### src/rtl/lsum_pkg.sv
`timescale 1ns/1ps
package lsum_pkg;
  typedef enum logic [2:0] {
    ST_IDLE = 3'd0,
    ST_VAL  = 3'd1,
    ST_PTR  = 3'd2,
    ST_LINK = 3'd3,
    ST_DONE = 3'd4
  } lsum_state_e;

  // control points from controller to datapath
  typedef struct packed {
    logic ld_link;   // load link register
    logic link_mem;  // 1: link from memory, 0: clear
    logic ld_acc;    // load total register
    logic acc_add;   // 1: total + memory word, 0: clear
    logic addr_inc;  // 1: address = link + 1, 0: address = link
    logic ld_res;    // copy total to result
  } lsum_ctl_t;
endpackage

### src/rtl/lsum_dpath.sv
`timescale 1ns/1ps
module lsum_dpath
  import lsum_pkg::*;
#(
  parameter int AW = 8,
  parameter int DW = 16
) (
  input  logic          clk,
  input  logic          rst_n,
  input  lsum_ctl_t     ctl,
  input  logic [DW-1:0] rd_word,
  output logic [AW-1:0] rd_addr,
  output logic          link_zero,
  output logic [DW-1:0] total
);
  logic [AW-1:0] link_q;
  logic [AW-1:0] link_inc;
  logic [DW-1:0] acc_q;
  logic [DW-1:0] res_q;
  logic [AW-1:0] word_link;

  assign word_link = rd_word[AW-1:0];
  assign link_inc  = link_q + AW'(1);
  assign rd_addr   = ctl.addr_inc ? link_inc : link_q;
  assign link_zero = (word_link == '0);
  assign total     = res_q;

  always_ff @(posedge clk) begin
    if (!rst_n) begin
      link_q <= '0;
      acc_q  <= '0;
      res_q  <= '0;
    end else begin
      if (ctl.ld_link) link_q <= ctl.link_mem ? word_link : '0;
      if (ctl.ld_acc)  acc_q  <= ctl.acc_add ? (acc_q + rd_word) : '0;
      if (ctl.ld_res)  res_q  <= acc_q;
    end
  end
endmodule

### src/rtl/lsum_ctrl.sv
`timescale 1ns/1ps
module lsum_ctrl
  import lsum_pkg::*;
(
  input  logic        clk,
  input  logic        rst_n,
  input  logic        start,
  input  logic        link_zero,
  output lsum_ctl_t   ctl,
  output lsum_state_e state,
  output logic        done
);
  lsum_state_e st_q, st_d;

  always_comb begin
    st_d = st_q;
    ctl  = '0;
    unique case (st_q)
      ST_IDLE, ST_DONE: begin
        if (start) begin
          ctl.ld_link = 1'b1;
          ctl.ld_acc  = 1'b1;
          st_d        = ST_VAL;
        end
      end
      ST_VAL: begin
        ctl.addr_inc = 1'b1;
        st_d         = ST_PTR;
      end
      ST_PTR: begin
        ctl.ld_acc  = 1'b1;
        ctl.acc_add = 1'b1;
        st_d        = ST_LINK;
      end
      ST_LINK: begin
        ctl.ld_link  = 1'b1;
        ctl.link_mem = 1'b1;
        if (link_zero) begin
          ctl.ld_res = 1'b1;
          st_d       = ST_DONE;
        end else begin
          st_d = ST_VAL;
        end
      end
      default: st_d = ST_IDLE;
    endcase
  end

  always_ff @(posedge clk) begin
    if (!rst_n) st_q <= ST_IDLE;
    else        st_q <= st_d;
  end

  assign state = st_q;
  assign done  = (st_q == ST_DONE);
endmodule

### src/rtl/list_sum_engine.sv
`timescale 1ns/1ps
module list_sum_engine
  import lsum_pkg::*;
#(
  parameter int AW = 8,
  parameter int DW = 16
) (
  input  logic          clk,
  input  logic          rst_n,
  input  logic          start,
  output logic [AW-1:0] mem_addr,
  input  logic [DW-1:0] mem_rdata,
  output logic [DW-1:0] result,
  output logic          done
);
  lsum_ctl_t   ctl;
  lsum_state_e fsm_state;
  logic        link_zero;

  lsum_ctrl i_ctrl (
    .clk       (clk),
    .rst_n     (rst_n),
    .start     (start),
    .link_zero (link_zero),
    .ctl       (ctl),
    .state     (fsm_state),
    .done      (done)
  );

  lsum_dpath #(.AW(AW), .DW(DW)) i_dpath (
    .clk       (clk),
    .rst_n     (rst_n),
    .ctl       (ctl),
    .rd_word   (mem_rdata),
    .rd_addr   (mem_addr),
    .link_zero (link_zero),
    .total     (result)
  );
endmodule

### config.mk
export PLATFORM = sky130hd
export DESIGN_NAME = list_sum_engine
export DESIGN_NICKNAME = d
export VERILOG_FILES = /design/src/rtl/lsum_pkg.sv /design/src/rtl/lsum_dpath.sv /design/src/rtl/lsum_ctrl.sv /design/src/rtl/list_sum_engine.sv
export SDC_FILE = /design/constraint.sdc
export NUM_CORES = 1
export LEC_CHECK = 0
export CORE_MARGIN = 2
export CORE_UTILIZATION = 25
export DETAILED_ROUTE_END_ITERATION = 10
export DONT_BUFFER_PORTS = 1
export GPL_TIMING_DRIVEN = 0
export HOLD_SLACK_MARGIN = 0.02
export SYNTH_ARGS = -nofsm -noshare
export SYNTH_HDL_FRONTEND = slang
export SYNTH_SLANG_ARGS = --single-unit
### constraint.sdc
create_clock -name clk -period 3.2 [get_ports clk]
set_input_delay 0 -clock clk [delete_from_list [all_inputs] [get_ports clk]]
set_output_delay 0 -clock clk [all_outputs]
set_load 0.01 [all_outputs]
==> run metrics <==
hold depth=3; final cell count without fillers=approximately 430; clock root buffer=clkbuf_8; Slew headroom=51.6%; wire length on met3=393 um; core area=just over 10,000 um^2; Pwr Density=around 440 nW/um^2; H-tree depth=2; most common cell after layout, fill and taps aside=dfxtp_1; Worst Max-Slew Pin Slew=721 ps; ANT cells=0; critical path required time=3410 ps; mapped cell area=about 2600 um^2; Mean Syn Cell Area=~9.3 um^2; Worst-path clk slew=approximately 70 ps; most used flip-flop cell after synthesis=dfxtp_1; total global-route track usage=11.6%; Detailed Place HPWL=between 4000 and 5000 um; clock buffer count from CTS=5; WL met2=2870 um; CP Class=reg2reg; Final period util=around three quarters; Distinct cells, synth=53; site row count=37; drt wl/cell=around 15 um; hold_buf cts=9; wl on met1=between 3000 and 4000 um; CP cell instances=ha_1 -> inv_1 -> fa_1 -> nor2b_1 -> o211ai_1 -> a21oi_1 -> a41oi_1 -> xor2_1 -> o21ai_0; RSZ-0062 raised after global routing=false; drt via density=4.86; IO Count=44; Reg2Reg Setup Slack=760 ps; Area Growth Syn to Fin=14.0%; Clk Latency, worst-skew pair=300 ps; register area share after synthesis=33.2%; maximum fanout along the worst path=4; initial antenna violation count=0; cells after synthesis=280; DRT Pass-1 Iters=4; max_cap viols=0; critical path arrival=around 2700 ps; CTS Sinks=43; HP Class=in2reg; Initial Util=25.5%; WP buf/inv=1; most frequent cells in the layout=43 x dfxtp_1, 34 x nor2b_1, 18 x nand2_1, 18 x mux2i_1, 17 x a21oi_1; Setup Fix Bufs, Post-CTS=0; Setup TNS Final=0 ps; placed insts=roughly 420; detailed router's first-iteration violation count=150; number of global-route vias before repair=2,042; crit-path leading delay family=compound AO/OA/AOI/OAI gates; minimum clock period=2440 ps; Synth Register Bits=43; Post-synth EDFFs=0; GPL Wtd Cong=~0.89; VDD IR max=approximately 190 uV; leakage power=approximately 1.2 nW; Hold Vio Cnt, Final=0; Remaining DRCs=0; fmax=slightly above 400 MHz; Vias=2,099; Async SR Flop Fraction=0%; syn nets=~320; Final Setup Violations=0; Die Span X=between 100 and 150 um; top sig layer=met4; Critical R2R Capture=i_dpath.acc_q[10]; Routed Wire Length=6460 um; DIE AREA=roughly 11,000 um^2; CTS tree=built; total gr overflow=0; clk buf depth=2; largest net degree at the start of global routing=13; Crit-path slowest cell=fa_1; worst r2r src=i_dpath.acc_q[0]; final layout net count=roughly 330; Yosys Warn Count=0; ANT nets after route=0; Slew Limit Fails=0; Die Span Y=~110 um; PostCTS Resize Cnt=0; global-route wire length before repair=between 10,000 and 15,000 um; Critical Path Max Stage Delay=around 410 ps; layout cells sized above 1=8.78%; run status=complete, no violations; length in cells of the worst reg-to-reg path=9; Crit. End Element=flip-flop; hold worst-path end=i_dpath.acc_q[15]; hold path start=mem_rdata[15]; clk_skew=approximately 12 ps; crit path launch type=flip-flop; IO buf count=0
-- state kept, by name, summed over array words and instances (netlist names) --
signal / flops
i_dpath.link_q: 8
i_dpath.acc_q: 16
i_dpath.total: 16
i_ctrl.state: 3
-- metrics by stage --
stage          hold slack, ps  power, W  area (um^2)  setup slack [ps]  util, %
2_1_floorplan             161  0.000844         2590              1230        -
3_3_place_gp              171  0.000898         2760               872     27.1
3_5_place_dp              178  0.000906         2760               795     27.1
4_1_cts                   101   0.00133         2960               753     29.0
5_1_grt                   141   0.00138         2960               552     29.0
6_report                  109   0.00131         2960               765     29.0
-- area by class of cell --
class,instances,area (um^2)
buffer,10,65.1
clock buffer,6,72.6
clock inverter,1,30.0
fill,1102,7230
inverter,5,18.8
multi-input combinational,222,1650
sequential,43,861
tap,136,170
timing repair buffer,9,90.1
-- cells by family after synthesis --
kind of cell,Yosys count,synth area share [%]
xor gates and xnor gates,20,6.76
buffers and inverters,15,3.23
and+or+nand+nor,93,21.1
DFF,43,33.2
adders and majority gates,17,8.49
muxes,19,7.38
AOI/OAI and AO/OA,73,19.8
-- worst max-delay path by stage --
stage / slack [ps] / cells past startpoint / from / end
final: 760 / 9 / i_dpath.acc_q[0] / i_dpath.acc_q[10]
after CTS: 750 / 9 / i_dpath.acc_q[0] / i_dpath.acc_q[10]
after global placement: 870 / 9 / i_dpath.acc_q[0] / i_dpath.acc_q[10]
after detailed placement: 790 / 9 / i_dpath.acc_q[0] / i_dpath.acc_q[10]
after floorplan: 1230 / 9 / i_dpath.acc_q[0] / i_dpath.acc_q[10]
after global routing: 550 / 9 / i_dpath.acc_q[0] / i_dpath.acc_q[10]
-- Yosys cell counts (3+ instances only) --
| library cell | number | area share [%] |
|---|---|---|
| nor2_1 | 10 | 1.4 |
| clkbuf_1 | 5 | 0.72 |
| a21o_1 | 4 | 1.2 |
| o21ai_0 | 12 | 2.3 |
| nor2b_1 | 34 | 8.2 |
| a31oi_1 | 3 | 0.72 |
| nand4_1 | 3 | 0.72 |
| ha_1 | 16 | 7.7 |
| mux2i_1 | 18 | 6.9 |
| nand2_1 | 18 | 2.6 |
| nand3_1 | 5 | 0.97 |
| a22oi_1 | 13 | 3.8 |
| nor3_1 | 3 | 0.58 |
| dfxtp_1 | 43 | 33 |
| o211ai_1 | 3 | 0.87 |
| xor2_1 | 10 | 3.4 |
| a211oi_1 | 3 | 0.87 |
| inv_1 | 5 | 0.72 |
| a21oi_1 | 17 | 3.3 |
| xnor2_1 | 10 | 3.4 |
-- tightest hold or removal path, cell delays in order --
cell	delay, ps
nand3b_1	130
mux2i_1	120
a221o_1	110
-- routing by layer --
metal  global-route usage [%]  vias to the layer above
met4                     2.54                        0
met3                     2.97                        8
met2                     18.5                       55
li1                         -                     1049
met1                     15.6                      987
met5                        0                        -
-- power by group --
part | leakage [nW] | switching [W] | internal [W] | total, W
sequential | 0.348 | 0.0000240 | 0.000561 | 0.000585
combinational | 0.817 | 0.000179 | 0.000142 | 0.000322
clock | 0.0513 | 0.000179 | 0.000229 | 0.000408
Power figures use the tool's default switching activity.
